==> src/rtl/xcvr_mode_pkg.sv <==
package xcvr_mode_pkg;
  localparam int MODE_W = 4;
  localparam int DRV_TW = 4;
  localparam int RX_TW  = 3;

  localparam int DT_V28 = 0;
  localparam int DT_V10 = 1;
  localparam int DT_V11 = 2;
  localparam int DT_V35 = 3;
  localparam int RT_V28 = 0;
  localparam int RT_V10 = 1;
  localparam int RT_V11 = 2;

  localparam logic [MODE_W-1:0] CODE_SE      = 4'b0010;
  localparam logic [MODE_W-1:0] CODE_DIFF    = 4'b0100;
  localparam logic [MODE_W-1:0] CODE_MIX     = 4'b1101;
  localparam logic [MODE_W-1:0] CODE_V35     = 4'b1110;
  localparam logic [MODE_W-1:0] CODE_LB_SE   = 4'b1010;
  localparam logic [MODE_W-1:0] CODE_LB_DIFF = 4'b1011;

  typedef enum logic [2:0] {
    CL_OFF, CL_SE, CL_DIFF, CL_V35, CL_MIX, CL_LB_SE, CL_LB_DIFF
  } mode_cls_e;

  function automatic mode_cls_e classify(input logic [MODE_W-1:0] code);
    mode_cls_e c;
    case (code)
      CODE_SE:      c = CL_SE;
      CODE_DIFF:    c = CL_DIFF;
      CODE_MIX:     c = CL_MIX;
      CODE_V35:     c = CL_V35;
      CODE_LB_SE:   c = CL_LB_SE;
      CODE_LB_DIFF: c = CL_LB_DIFF;
      default:      c = CL_OFF;
    endcase
    return c;
  endfunction
endpackage

==> src/rtl/xcvr_mode_latch.sv <==
module xcvr_mode_latch
  import xcvr_mode_pkg::*;
(
  input  logic              clk,
  input  logic              rst,
  input  logic [MODE_W-1:0] mode_word,
  input  logic              latch_n,
  output mode_cls_e         cls
);
  logic [MODE_W-1:0] hold_q;
  logic [MODE_W-1:0] eff;

  always_comb eff = latch_n ? mode_word : hold_q;

  always_ff @(posedge clk) begin
    if (rst) hold_q <= '0;
    else     hold_q <= eff;
  end

  assign cls = classify(eff);

  // a closed latch keeps its word
  assert_hold_R1: assert property (@(posedge clk) disable iff (rst)
    !latch_n |=> $stable(hold_q));
  // an open latch captures the pins
  assert_track_R1: assert property (@(posedge clk) disable iff (rst)
    latch_n |=> hold_q == $past(mode_word));
endmodule

==> src/rtl/xcvr_drv_decode.sv <==
module xcvr_drv_decode
  import xcvr_mode_pkg::*;
#(
  parameter int N_DRV  = 7,
  parameter int N_FAST = 3
) (
  input  logic                    clk,
  input  logic                    rst,
  input  mode_cls_e               cls,
  input  logic [N_DRV-1:0]        drv_dis,
  output logic [N_DRV*DRV_TW-1:0] drv_type,
  output logic [N_DRV-1:0]        drv_oe,
  output logic                    lb_se,
  output logic                    lb_diff
);
  logic line_mode;
  always_comb line_mode = (cls == CL_SE) || (cls == CL_DIFF) ||
                          (cls == CL_V35) || (cls == CL_MIX);

  for (genvar i = 0; i < N_DRV; i++) begin : g_ch
    localparam bit FAST = (i < N_FAST);
    logic [DRV_TW-1:0] t;
    always_comb begin
      t = '0;
      case (cls)
        CL_SE, CL_LB_SE:     t[DT_V28] = 1'b1;
        CL_DIFF, CL_LB_DIFF: t[DT_V11] = 1'b1;
        CL_V35:              t[FAST ? DT_V35 : DT_V28] = 1'b1;
        CL_MIX:              t[FAST ? DT_V11 : DT_V10] = 1'b1;
        default:             t = '0;
      endcase
    end
    always_ff @(posedge clk) begin
      if (rst) begin
        drv_type[i*DRV_TW +: DRV_TW] <= '0;
        drv_oe[i] <= 1'b0;
      end else begin
        drv_type[i*DRV_TW +: DRV_TW] <= t;
        drv_oe[i] <= line_mode && !drv_dis[i];
      end
    end
    // a disabled driver is tri-stated
    assert_dis_R7: assert property (@(posedge clk) disable iff (rst)
      drv_dis[i] |=> !drv_oe[i]);
    // one type per driver
    assert_onehot_drv_R10: assert property (@(posedge clk) disable iff (rst)
      $onehot0(drv_type[i*DRV_TW +: DRV_TW]));
  end

  always_ff @(posedge clk) begin
    if (rst) begin
      lb_se   <= 1'b0;
      lb_diff <= 1'b0;
    end else begin
      lb_se   <= (cls == CL_LB_SE);
      lb_diff <= (cls == CL_LB_DIFF);
    end
  end
endmodule

==> src/rtl/xcvr_rx_decode.sv <==
module xcvr_rx_decode
  import xcvr_mode_pkg::*;
#(
  parameter int N_RX    = 7,
  parameter int N_FAST  = 3,
  parameter int SCT_IDX = 2
) (
  input  logic                  clk,
  input  logic                  rst,
  input  mode_cls_e             cls,
  input  logic                  sct_en,
  output logic [N_RX*RX_TW-1:0] rx_type,
  output logic [N_RX-1:0]       rx_oe,
  output logic [N_FAST-1:0]     term_v11,
  output logic [N_FAST-1:0]     term_v35
);
  logic v11_mode;
  always_comb v11_mode = (cls == CL_DIFF) || (cls == CL_MIX);

  for (genvar i = 0; i < N_RX; i++) begin : g_ch
    localparam bit FAST = (i < N_FAST);
    localparam bit IS_SCT = (i == SCT_IDX);
    logic [RX_TW-1:0] t;
    logic en;
    always_comb begin
      t = '0;
      case (cls)
        CL_SE, CL_LB_SE:     t[RT_V28] = 1'b1;
        CL_DIFF, CL_LB_DIFF: t[RT_V11] = 1'b1;
        CL_V35:              t[FAST ? RT_V11 : RT_V28] = 1'b1;
        CL_MIX:              t[FAST ? RT_V11 : RT_V10] = 1'b1;
        default:             t = '0;
      endcase
      en = (cls != CL_OFF) && (!IS_SCT || sct_en);
    end
    always_ff @(posedge clk) begin
      if (rst) begin
        rx_type[i*RX_TW +: RX_TW] <= '0;
        rx_oe[i] <= 1'b0;
      end else begin
        rx_type[i*RX_TW +: RX_TW] <= t;
        rx_oe[i] <= en;
      end
    end
    // one type per receiver
    assert_onehot_rx_R10: assert property (@(posedge clk) disable iff (rst)
      $onehot0(rx_type[i*RX_TW +: RX_TW]));

    if (FAST) begin : g_term
      always_ff @(posedge clk) begin
        if (rst) begin
          term_v11[i] <= 1'b0;
          term_v35[i] <= 1'b0;
        end else begin
          term_v11[i] <= v11_mode && en;
          term_v35[i] <= (cls == CL_V35) && en;
        end
      end
      // termination only on an enabled receiver, never both networks
      assert_term_en_R9: assert property (@(posedge clk) disable iff (rst)
        (term_v11[i] || term_v35[i]) |-> rx_oe[i]);
      assert_term_excl_R9: assert property (@(posedge clk) disable iff (rst)
        !(term_v11[i] && term_v35[i]));
    end
  end

  // clock receiver follows its enable pin
  assert_sct_R8: assert property (@(posedge clk) disable iff (rst)
    !sct_en |=> !rx_oe[SCT_IDX]);
endmodule

==> src/rtl/xcvr_mode_ctrl.sv <==
module xcvr_mode_ctrl
  import xcvr_mode_pkg::*;
#(
  parameter int N_DRV   = 7,
  parameter int N_RX    = 7,
  parameter int N_FAST  = 3,
  parameter int SCT_IDX = 2
) (
  input  logic                    clk,
  input  logic                    rst,
  input  logic [MODE_W-1:0]       mode_word,
  input  logic                    latch_n,
  input  logic [N_DRV-1:0]        drv_dis,
  input  logic                    sct_en,
  output logic [N_DRV*DRV_TW-1:0] drv_type,
  output logic [N_DRV-1:0]        drv_oe,
  output logic [N_RX*RX_TW-1:0]   rx_type,
  output logic [N_RX-1:0]         rx_oe,
  output logic [N_FAST-1:0]       term_v11,
  output logic [N_FAST-1:0]       term_v35,
  output logic                    lb_se,
  output logic                    lb_diff
);
  mode_cls_e cls;

  xcvr_mode_latch u_latch (
    .clk(clk), .rst(rst), .mode_word(mode_word), .latch_n(latch_n), .cls(cls)
  );

  xcvr_drv_decode #(.N_DRV(N_DRV), .N_FAST(N_FAST)) u_drv (
    .clk(clk), .rst(rst), .cls(cls), .drv_dis(drv_dis),
    .drv_type(drv_type), .drv_oe(drv_oe), .lb_se(lb_se), .lb_diff(lb_diff)
  );

  xcvr_rx_decode #(.N_RX(N_RX), .N_FAST(N_FAST), .SCT_IDX(SCT_IDX)) u_rx (
    .clk(clk), .rst(rst), .cls(cls), .sct_en(sct_en),
    .rx_type(rx_type), .rx_oe(rx_oe), .term_v11(term_v11), .term_v35(term_v35)
  );

  // state right after reset is all zero
  assert_rst_R2: assert property (@(posedge clk)
    $past(rst) |-> (drv_oe == '0 && rx_oe == '0 && term_v11 == '0 &&
                    term_v35 == '0 && !lb_se && !lb_diff));
  // all-off code clears everything whatever the pins say
  assert_off_R3: assert property (@(posedge clk) disable iff (rst)
    (cls == CL_OFF) |=> (drv_oe == '0 && rx_oe == '0 && drv_type == '0 &&
                         rx_type == '0 && term_v11 == '0 && term_v35 == '0 &&
                         !lb_se && !lb_diff));
  // loopback isolates the line side
  assert_lb_R6: assert property (@(posedge clk) disable iff (rst)
    (lb_se || lb_diff) |-> (drv_oe == '0 && term_v11 == '0 && term_v35 == '0));
  assert_lb_excl_R6: assert property (@(posedge clk) disable iff (rst)
    $onehot0({lb_se, lb_diff}));
endmodule

==> config.mk <==
export PLATFORM = sky130hd
export DESIGN_NAME = xcvr_mode_ctrl
export DESIGN_NICKNAME = d
export VERILOG_FILES = /design/src/rtl/xcvr_mode_pkg.sv /design/src/rtl/xcvr_mode_latch.sv /design/src/rtl/xcvr_drv_decode.sv /design/src/rtl/xcvr_rx_decode.sv /design/src/rtl/xcvr_mode_ctrl.sv
export SDC_FILE = /design/constraint.sdc
export NUM_CORES = 1
export LEC_CHECK = 0
export BUFFER_PORTS_ARGS = -buffer_cell sky130_fd_sc_hd__buf_2
export CORE_ASPECT_RATIO = 0.75
export CORE_MARGIN = 5
export CORE_UTILIZATION = 41
export CTS_CLUSTER_SIZE = 20
export DETAILED_ROUTE_END_ITERATION = 10
export MAX_ROUTING_LAYER = met4
export PLACE_DENSITY = 0.88
export SYNTH_ARGS = -nofsm -noshare
export SYNTH_HDL_FRONTEND = slang
export SYNTH_SLANG_ARGS = --single-unit
==> constraint.sdc <==
create_clock -name clk -period 1.78 [get_ports clk]
set_clock_uncertainty 0.05 [all_clocks]
set_input_delay 0 -clock clk [delete_from_list [all_inputs] [get_ports clk]]
set_output_delay 0 -clock clk [all_outputs]
set_load 0.005 [all_outputs]
==> results.py, run 1 <==
metrics = {
    "status": {
        "status": "finished, final reports clean",
    },
    "drt": {
        "wl_per_cell_um": 12.4,
        "drt_iter0_markers": 27,
        "dr.pass1.iters": 4,
        "remaining_drc_errors": 0,
        "vias_per_cell": 4.47,
        "vias": 988,
        "wl_mm": 2.74,
        "ant_nets": 0,
    },
    "grt": {
        "grt_use_met3": 0.0475,
        "grt_use_total": 0.121,
        "overflow": 0,
        "met1_usage": 0.140,
        "antenna_found_initial": 0,
        "grtUsageMet2": 0.205,
        "top_usage_layer": "met2",
        "grt_max_degree": 19,
        "grt_pass1_wl_mm": 4.04,
        "grt_pass1_vias": 888,
    },
    "floorplan": {
        "placement_rows": 17,
        "core_um2": 3000,
        "initial_utilization": 0.437,
        "die_w_um": 75.3,
        "die_h_um": 59.0,
        "design.die.area_um2": 4440,
        "num_io_pins": 86,
    },
    "synthesis": {
        "syn_area_um2": 1310,
        "avgSynthCellArea_um2": 9.50,
        "synth_seq_cells": 26,
        "synth.most_common_cell": "buf_4",
        "synth_edf_count": 0,
        "yosys-top-cells-count": "49 x buf_4, 26 x dfxtp_1, 15 x nor2_1",
        "synth.distinct_cells": 29,
        "async_flop_share": 0,
        "netlist_instances": 138,
        "yosysSeqAreaShare": 0.397,
        "synth_top_area_cell": "dfxtp_1",
        "synth_warnings": 0,
        "synth_area_leaders": "dfxtp_1 40%, buf_4 28%, nor2_1 4.3%, nor3_1 4.2%, mux2i_4 3.4%",
        "synthFlopType": "dfxtp_1",
        "synth_top_area_frac": 0.397,
    },
    "clock_tree": {
        "cts_max_path_buffers": 2,
        "h-tree-depth": 1,
        "cts_resized": 0,
        "postCtsSetupRepairBufs": 0,
        "clock_sinks": 26,
        "cts_hold_buf": 8,
        "cts_tree": "done",
        "cts_root_buf": "clkbuf_8",
        "path_clk_slew_ns": 0.09,
        "cts_buffers": 3,
        "insertion_delay_ns": 0.26,
    },
    "timing": {
        "rsz0062_at_grt": "false",
        "maxSlewViolCount": 0,
        "min_period_ns": 1.59,
        "fmax_ghz": 0.628,
        "setup_tns_ns": 0,
        "finalSetupViolations": 0,
        "period_share": 0.894,
        "hold_viol": 0,
    },
    "critical_path": {
        "cp-endpoint": "u_drv.drv_oe[2]",
        "cp_max_fo": 7,
        "required_ns": 1.87,
        "r2r_slack_ns": 0.19,
        "cp_slowest_cell": "a211oi_4",
        "worstSetupPathDepth": 4,
        "crit_start": "u_latch.hold_q[1]",
        "crit_type": "flip-flop to flip-flop",
        "crit_buf_inv": 0,
        "end_kind": "flip-flop",
        "cp.arrival_ns": 1.68,
        "setup.worst_path.start_class": "flip-flop",
        "r2r_start": "u_latch.hold_q[1]",
        "crit_chain": "mux2_2 > and4_1 > a211oi_4 > nor3_1",
        "worstRegToRegCells": 4,
        "r2r_end": "u_drv.drv_oe[2]",
        "cpPeakStageDelay_ns": 0.40,
        "path_delay_family": "compound AO/OA/AOI/OAI gates",
    },
    "pwr": {
        "ir_drop_v": 0.000605,
        "p_leak_nw": 0.820,
        "fin_total_pwr_mw": 1.22,
        "cellPowerDensity_nw_per_um2": 802,
    },
    "finish": {
        "syn_to_final_growth_pct": 16.4,
        "drive_above_1_share": 0.497,
        "nNetsFinal": 199,
        "num_antenna_cells": 0,
        "fin_area_um2": 1530,
    },
    "hold_path": {
        "hold_path_class": "input port to flip-flop",
    },
    "placement": {
        "place_area_um2": 1390,
        "port_buffers": 75,
        "post-dp-hpwl_mm": 2.08,
        "gp_congestion": 0.818,
    },
    "job": {
        "cap_violations": 0,
    },
}
layout make-up:
class | count | area (µm²)
repair buffers | 85 | 470
multi-input cells | 68 | 433
clock buffers | 4 | 55.1
flip-flops and latches | 26 | 520
fillers | 277 | 1470
well taps | 38 | 47.5
tightest hold or removal path: cells and delay by family:
family,cells,cell delay [ns]
buffers and inverters,1,0.11
AND/OR/NAND/NOR,1,0.08
multiplexers,1,0.10
metal layers:
metal | up-vias | part of all wire
li1 | 482 | -
met5 | - | 0
met3 | 2 | 0.13
met4 | 0 | 0.0022
met2 | 60 | 0.48
met1 | 444 | 0.38
cell families (layout without fill, tap and decap cells):
family	count (synthesis)	after routing	share of synthesized area
xor gates and xnor gates	2	2	0.0134
and+or+nand+nor	41	41	0.161
muxes	7	7	0.0782
other	1	10	0.00286
DFF	26	26	0.397
buffers and inverters	53	89	0.299
AOI/OAI and AO/OA	8	8	0.0487
placed cells by master (no fill, tap or decap), types with 2 or more instances in the layout:
master	Yosys	routed
mux2i_4	2	2
buf_2	1	75
conb_1	1	10
mux2_2	3	3
nand2b_1	2	2
dlygate4sd3_1	0	8
and3_1	2	2
clkbuf_8	0	4
nand3_1	2	2
xnor2_1	2	2
nor2_1	15	15
buf_4	49	2
nor3_1	11	11
dfxtp_1	26	26
nand2_1	2	2
a21oi_1	4	4
how the worst min path moves through the flow:
stage / start / cells past startpoint / to
after floorplan: drv_dis[3] / 1 / u_drv.drv_oe[3]
after global placement: drv_dis[4] / 2 / u_drv.drv_oe[4]
after global routing: mode_word[3] / 3 / u_latch.hold_q[3]
after detailed placement: drv_dis[5] / 2 / u_drv.drv_oe[5]
final: mode_word[1] / 3 / u_latch.hold_q[1]
after CTS: mode_word[1] / 3 / u_latch.hold_q[1]
registers in the layout, summed over array words and instances, names as in the netlist, 2 cells and up:
register / count
u_latch.hold_q: 4
u_rx.term_v35: 2
u_rx.term_v11: 2
u_drv.drv_oe: 7
u_rx.rx_oe: 2
u_drv.drv_type: 6
report_power, final:
part	internal, mW	switching [mW]	total [mW]
logic	0.107	0.122	0.229
clock network	0.197	0.177	0.374
registers	0.607	0.0145	0.621
through the flow:
stage	setup slack (ns)	hold WS, ns	cells	util
6_report	0.188	0.00873	221	0.509
3_3_place_gp	0.279	0.115	209	0.464
3_5_place_dp	0.189	0.118	209	0.464
2_1_floorplan	0.383	0.0197	147	-
4_1_cts	0.199	0.00197	221	0.509
5_1_grt	0.0850	0.0426	221	0.509
Note: power is estimated with default switching activity, not from simulation.
==> inputs of run 2 (changes only) <==
--- a/config.mk
+++ b/config.mk
@@ -12,7 +12,7 @@
 export CTS_CLUSTER_SIZE = 20
 export DETAILED_ROUTE_END_ITERATION = 10
 export MAX_ROUTING_LAYER = met4
-export PLACE_DENSITY = 0.88
+export PLACE_DENSITY = 0.8
 export SYNTH_ARGS = -nofsm -noshare
 export SYNTH_HDL_FRONTEND = slang
 export SYNTH_SLANG_ARGS = --single-unit
==> run 2 against run 1 <==
Count of clock-buffer cells in the layout is 1 lower. Wire length is 8.9% lower. Via count is 0.10% lower. Non-clock buffer count is 2 higher. Clock power is 26% higher. Cell count is 0.90% higher. Power is 8.0% higher. Register-to-register slack better by 0.07 ns. Utilization is 1.1 points higher. Combinational power hardly changed. Critical endpoint is now u_drv.drv_oe[5].
==> results.py, run 2 (synthesized netlist as in run 1, its figures left out) <==
metrics = {
    "status": {
        "status": "finished, final reports clean",
    },
    "critical_path": {
        "crit_type": "flip-flop to flip-flop",
        "cp.arrival_ns": 1.62,
        "r2r_start": "u_latch.hold_q[1]",
        "setup.worst_path.start_class": "flip-flop",
        "r2r_end": "u_drv.drv_oe[5]",
        "end_kind": "flip-flop",
        "worstRegToRegCells": 4,
        "required_ns": 1.88,
        "r2r_slack_ns": 0.25,
        "cp_max_fo": 7,
    },
    "clock_tree": {
        "cts_max_path_buffers": 2,
        "postCtsSetupRepairBufs": 0,
        "path_clk_slew_ns": 0.08,
        "cts_buffers": 3,
        "cts_tree": "done",
        "clock_sinks": 26,
        "cts_root_buf": "clkbuf_8",
        "cts_resized": 0,
        "insertion_delay_ns": 0.27,
        "h-tree-depth": 1,
    },
    "timing": {
        "fmax_ghz": 0.656,
        "period_share": 0.857,
        "min_period_ns": 1.53,
        "worst_slack_ns": 0.255,
        "setup_tns_ns": 0,
        "finalSetupViolations": 0,
        "maxSlewViolCount": 0,
        "rsz0062_at_grt": "false",
        "hold_ws_ns": 0.0214,
        "hold_viol": 0,
    },
    "finish": {
        "largest_reg_flops": 7,
        "regMostFlops": "u_drv.drv_oe",
        "num_antenna_cells": 0,
        "regArea_um2": 520,
        "top_regs": "u_drv.drv_oe (7), u_drv.drv_type (6), u_latch.hold_q (4)",
        "nNetsFinal": 201,
        "drive_above_1_share": 0.497,
        "multi_input_area_um2": 433,
        "fillCellCount": 280,
        "final_cell_mix": "75 x buf_2, 26 x dfxtp_1, 15 x nor2_1",
        "mostFrequentLayoutCell": "buf_2",
        "syn_to_final_growth_pct": 19.0,
    },
    "floorplan": {
        "initial_utilization": 0.437,
        "die_w_um": 75.3,
        "num_io_pins": 86,
        "die_h_um": 59.0,
        "core_um2": 3000,
        "placement_rows": 17,
        "design.die.area_um2": 4440,
    },
    "grt": {
        "grt_pass1_wl_mm": 3.65,
        "grt_max_degree": 16,
        "overflow": 0,
        "antenna_found_initial": 0,
        "grt_pass1_vias": 843,
        "grt_use_total": 0.110,
    },
    "hold_path": {
        "worstHoldEndpoint": "u_latch.hold_q[1]",
        "hold_path_class": "input port to flip-flop",
        "hp-start": "mode_word[1]",
        "min_path_cells": 3,
    },
    "drt": {
        "ant_nets": 0,
        "vias": 987,
        "vias_per_cell": 4.43,
        "dr.pass1.iters": 4,
        "remaining_drc_errors": 0,
        "wl_per_cell_um": 11.2,
        "drt_iter0_markers": 36,
        "wl_mm": 2.49,
    },
    "job": {
        "cap_violations": 0,
    },
    "pwr": {
        "fin_total_pwr_mw": 1.32,
        "ir_drop_v": 0.000636,
        "p_leak_nw": 0.836,
        "cellPowerDensity_nw_per_um2": 847,
    },
    "placement": {
        "port_buffers": 75,
        "pre_cts_ws_ns": 0.221,
        "gp_congestion": 0.854,
        "post-dp-hpwl_mm": 2.04,
    },
}
run 2: power by group:
| group | switching, mW | leakage, nW | internal [mW] |
|---|---|---|---|
| Clock | 0.171 | 0.0357 | 0.301 |
| Sequential | 0.0148 | 0.212 | 0.607 |
| Combinational | 0.119 | 0.589 | 0.110 |
run 2: worst max-delay path by stage:
| stage | start | to | slack (ns) | depth (start not counted) |
|---|---|---|---|---|
| floorplan | u_latch.hold_q[1] | u_drv.drv_oe[1] | 0.38 | 4 |
| global placement | latch_n | u_drv.drv_oe[0] | 0.28 | 5 |
| detailed placement | latch_n | u_drv.drv_oe[5] | 0.22 | 5 |
| CTS | u_latch.hold_q[1] | u_drv.drv_oe[5] | 0.25 | 4 |
| global route | u_latch.hold_q[1] | u_drv.drv_oe[6] | 0.17 | 4 |
| finish | u_latch.hold_q[1] | u_drv.drv_oe[5] | 0.25 | 4 |
run 2: per-stage QoR:
step	cells	instance area, µm²	utilization
after detailed placement	210	1400	0.466
after global routing	223	1560	0.520
after floorplan	147	1350	-
final	223	1560	0.520
after global placement	210	1400	0.466
after CTS	223	1560	0.520
run 2: worst max-delay path, cell delays in order, from the launching register on:
cell,delay [ns]
dfxtp_1,0.34
mux2_2,0.34
and4_1,0.23
a211oi_4,0.37
nor3_1,0.08
run 2: final cells by class:
cell class	instances	share of cell area
repair buffers	87	0.313
clock buffers	3	0.0265
multi-input cells	68	0.277
well taps	38	0.0305
clock inverters	1	0.0192
flip-flops and latches	26	0.334
run 2: routing by layer:
| layer | up-vias | part of all wire | track usage |
|---|---|---|---|
| met3 | 2 | 0.17 | 0.0542 |
| met2 | 60 | 0.46 | 0.186 |
| met1 | 437 | 0.37 | 0.116 |
| met4 | 0 | 0.0048 | 0.0200 |
| li1 | 488 | - | - |
| met5 | - | 0 | - |
run 2: what timing repair did:
item / in CTS / in global routing
hold buffers: 9 / 0
endpoints found under the setup margin: 0 / 0
hold endpoints to repair: 16 / 0
==> inputs of run 3 (changes only) <==
--- a/config.mk
+++ b/config.mk
@@ -5,14 +5,14 @@
 export SDC_FILE = /design/constraint.sdc
 export NUM_CORES = 1
 export LEC_CHECK = 0
-export BUFFER_PORTS_ARGS = -buffer_cell sky130_fd_sc_hd__buf_2
 export CORE_ASPECT_RATIO = 0.75
 export CORE_MARGIN = 5
-export CORE_UTILIZATION = 41
+export CORE_UTILIZATION = 48
 export CTS_CLUSTER_SIZE = 20
 export DETAILED_ROUTE_END_ITERATION = 10
+export DONT_BUFFER_PORTS = 1
 export MAX_ROUTING_LAYER = met4
-export PLACE_DENSITY = 0.8
+export PLACE_DENSITY = 0.65
 export SYNTH_ARGS = -nofsm -noshare
 export SYNTH_HDL_FRONTEND = slang
 export SYNTH_SLANG_ARGS = --single-unit
==> run 3 against run 2 <==
The flow now finishes with violations (hold timing). Critical path depth up 1. Die area decreased by 12%. Global-route usage is 0.61 points higher. Sequential power grew 3%. Via count decreased by 27%. Critical endpoint is now u_drv.drv_oe[0]. Largest power group unchanged.
==> results.py, run 3 (synthesized netlist as in run 1, its figures left out) <==
metrics = {
    "drt": {
        "remaining_drc_errors": 0,
        "wl_mm": 2.19,
        "vias": 718,
        "drt_iter0_markers": 24,
        "ant_nets": 0,
        "wl_per_cell_um": 14.8,
        "vias_per_cell": 4.85,
        "dr.pass1.iters": 4,
    },
    "finish": {
        "drive_above_1_share": 0.134,
        "final_cells": 148,
        "nNetsFinal": 128,
        "largest_reg_flops": 7,
        "regMostFlops": "u_drv.drv_oe",
        "fillCellCount": 248,
        "top_regs": "u_drv.drv_oe (7), u_drv.drv_type (6), u_latch.hold_q (4)",
        "final_cell_mix": "26 x dfxtp_1, 15 x nor2_1, 13 x dlygate4sd3_1",
        "mostFrequentLayoutCell": "dfxtp_1",
        "syn_to_final_growth_pct": -9.16,
        "num_antenna_cells": 0,
    },
    "timing": {
        "worst_slack_ns": 0.185,
        "tightestPinTransition_ns": 0.638,
        "hold_viol": 1,
        "rsz0062_at_grt": "false",
        "maxSlewViolCount": 0,
        "min_period_ns": 1.59,
        "period_share": 0.896,
        "relSlewSlack": 0.573,
        "fmax_ghz": 0.627,
        "finalSetupViolations": 0,
        "setup_tns_ns": 0,
        "hold_ws_ns": -0.00124,
    },
    "clock_tree": {
        "cts_tree": "done",
        "clock_sinks": 26,
        "h-tree-depth": 1,
        "cts_max_path_buffers": 2,
        "cts_buffers": 3,
        "cts_resized": 0,
        "insertion_delay_ns": 0.26,
        "path_clk_slew_ns": 0.08,
        "cts_root_buf": "clkbuf_8",
    },
    "placement": {
        "post-dp-hpwl_mm": 1.56,
        "pre_cts_ws_ns": 0.260,
        "port_buffers": 0,
        "gp_congestion": 0.842,
        "numPlacedInstances": 131,
    },
    "grt": {
        "grt_pass1_vias": 739,
        "grt_pass1_wl_mm": 3.55,
        "overflow": 0,
        "grt_use_total": 0.116,
        "antenna_found_initial": 0,
        "grt_max_degree": 19,
    },
    "hold_path": {
        "hold_path_class": "input port to flip-flop",
        "worstHoldEndpoint": "u_latch.hold_q[2]",
        "min_path_cells": 2,
        "hp-start": "mode_word[2]",
    },
    "floorplan": {
        "die_w_um": 70.4,
        "initial_utilization": 0.500,
        "placement_rows": 16,
        "design.die.area_um2": 3890,
        "core_um2": 2620,
        "num_io_pins": 86,
        "die_h_um": 55.3,
    },
    "critical_path": {
        "required_ns": 1.86,
        "r2r_slack_ns": 0.22,
        "crit_chain": "dlygate4sd3_1 > mux2i_4 > xnor2_1 > a211oi_4 > nor3_1",
        "cpPeakStageDelay_ns": 0.59,
        "r2r_start": "u_latch.hold_q[1]",
        "cp.arrival_ns": 1.67,
        "worstRegToRegCells": 4,
        "cp_max_fo": 9,
        "crit_type": "input port to flip-flop",
        "cp_slowest_cell": "dlygate4sd3_1",
        "end_kind": "flip-flop",
        "crit_start": "latch_n",
        "setup.worst_path.start_class": "input port",
        "r2r_end": "u_drv.drv_oe[0]",
    },
    "pwr": {
        "cellPowerDensity_nw_per_um2": 967,
        "p_leak_nw": 0.452,
        "ir_drop_v": 0.000609,
    },
    "status": {
        "violations": "hold timing",
        "status": "complete, but fails checks",
    },
    "job": {
        "cap_violations": 0,
    },
}
## run 3: stage by stage
| step | total power, mW | cell area, µm² | utilization | hold WS (ns) |
|---|---|---|---|---|
| after global placement | 0.764 | 1010 | 0.384 | 0.0196 |
| after floorplan | 0.823 | 1350 | - | 0.0197 |
| after CTS | 1.16 | 1190 | 0.454 | 0.00318 |
| after global routing | 1.21 | 1190 | 0.454 | 0.0305 |
| after detailed placement | 0.768 | 1010 | 0.384 | 0.0245 |
| final | 1.15 | 1190 | 0.454 | -0.00124 |
## run 3: how the worst max path moves through the flow
stage | end | cells past startpoint
2_1_floorplan | u_drv.drv_oe[1] | 4
3_3_place_gp | u_drv.drv_oe[4] | 4
3_5_place_dp | u_drv.drv_oe[0] | 4
4_1_cts | u_drv.drv_oe[0] | 5
5_1_grt | u_drv.drv_oe[6] | 5
6_report | u_drv.drv_oe[0] | 5
## run 3: critical path: cells and delay by family
kind                      cells  cell delay [ns]
and+or+nand+nor               1             0.09
AOI/OAI and AO/OA             1             0.42
muxes                         1             0.39
xor gates and xnor gates      1             0.17
buffers and inverters         1             0.59
## run 3: repair_timing
item	4_1_cts	5_1_grt
endpoints found under the setup margin	0	0
setup buffers	0	0
hold endpoints to repair	26	0
hold buffers	13	0
## run 3: layout make-up
| class | count | area (µm²) | share of cell area |
|---|---|---|---|
| multi-input combinational | 68 | 433 | 0.363 |
| tap | 36 | 45.0 | 0.0378 |
| timing repair buffer | 14 | 138 | 0.116 |
| sequential | 26 | 520 | 0.437 |
| clock buffer | 4 | 55.1 | 0.0462 |
## run 3: layer usage
layer	vias up	GRT usage	routed length, µm
li1	342	-	-
met1	328	0.136	921
met2	46	0.189	1020
met3	2	0.0507	241
met4	0	0.0109	6
met5	-	-	0
## run 3: power by group
group          internal, mW  total (mW)  switching (mW)
sequential            0.607       0.637          0.0299
combinational        0.0660       0.152          0.0857
clock                 0.197       0.363           0.166
total                 0.870        1.15           0.281
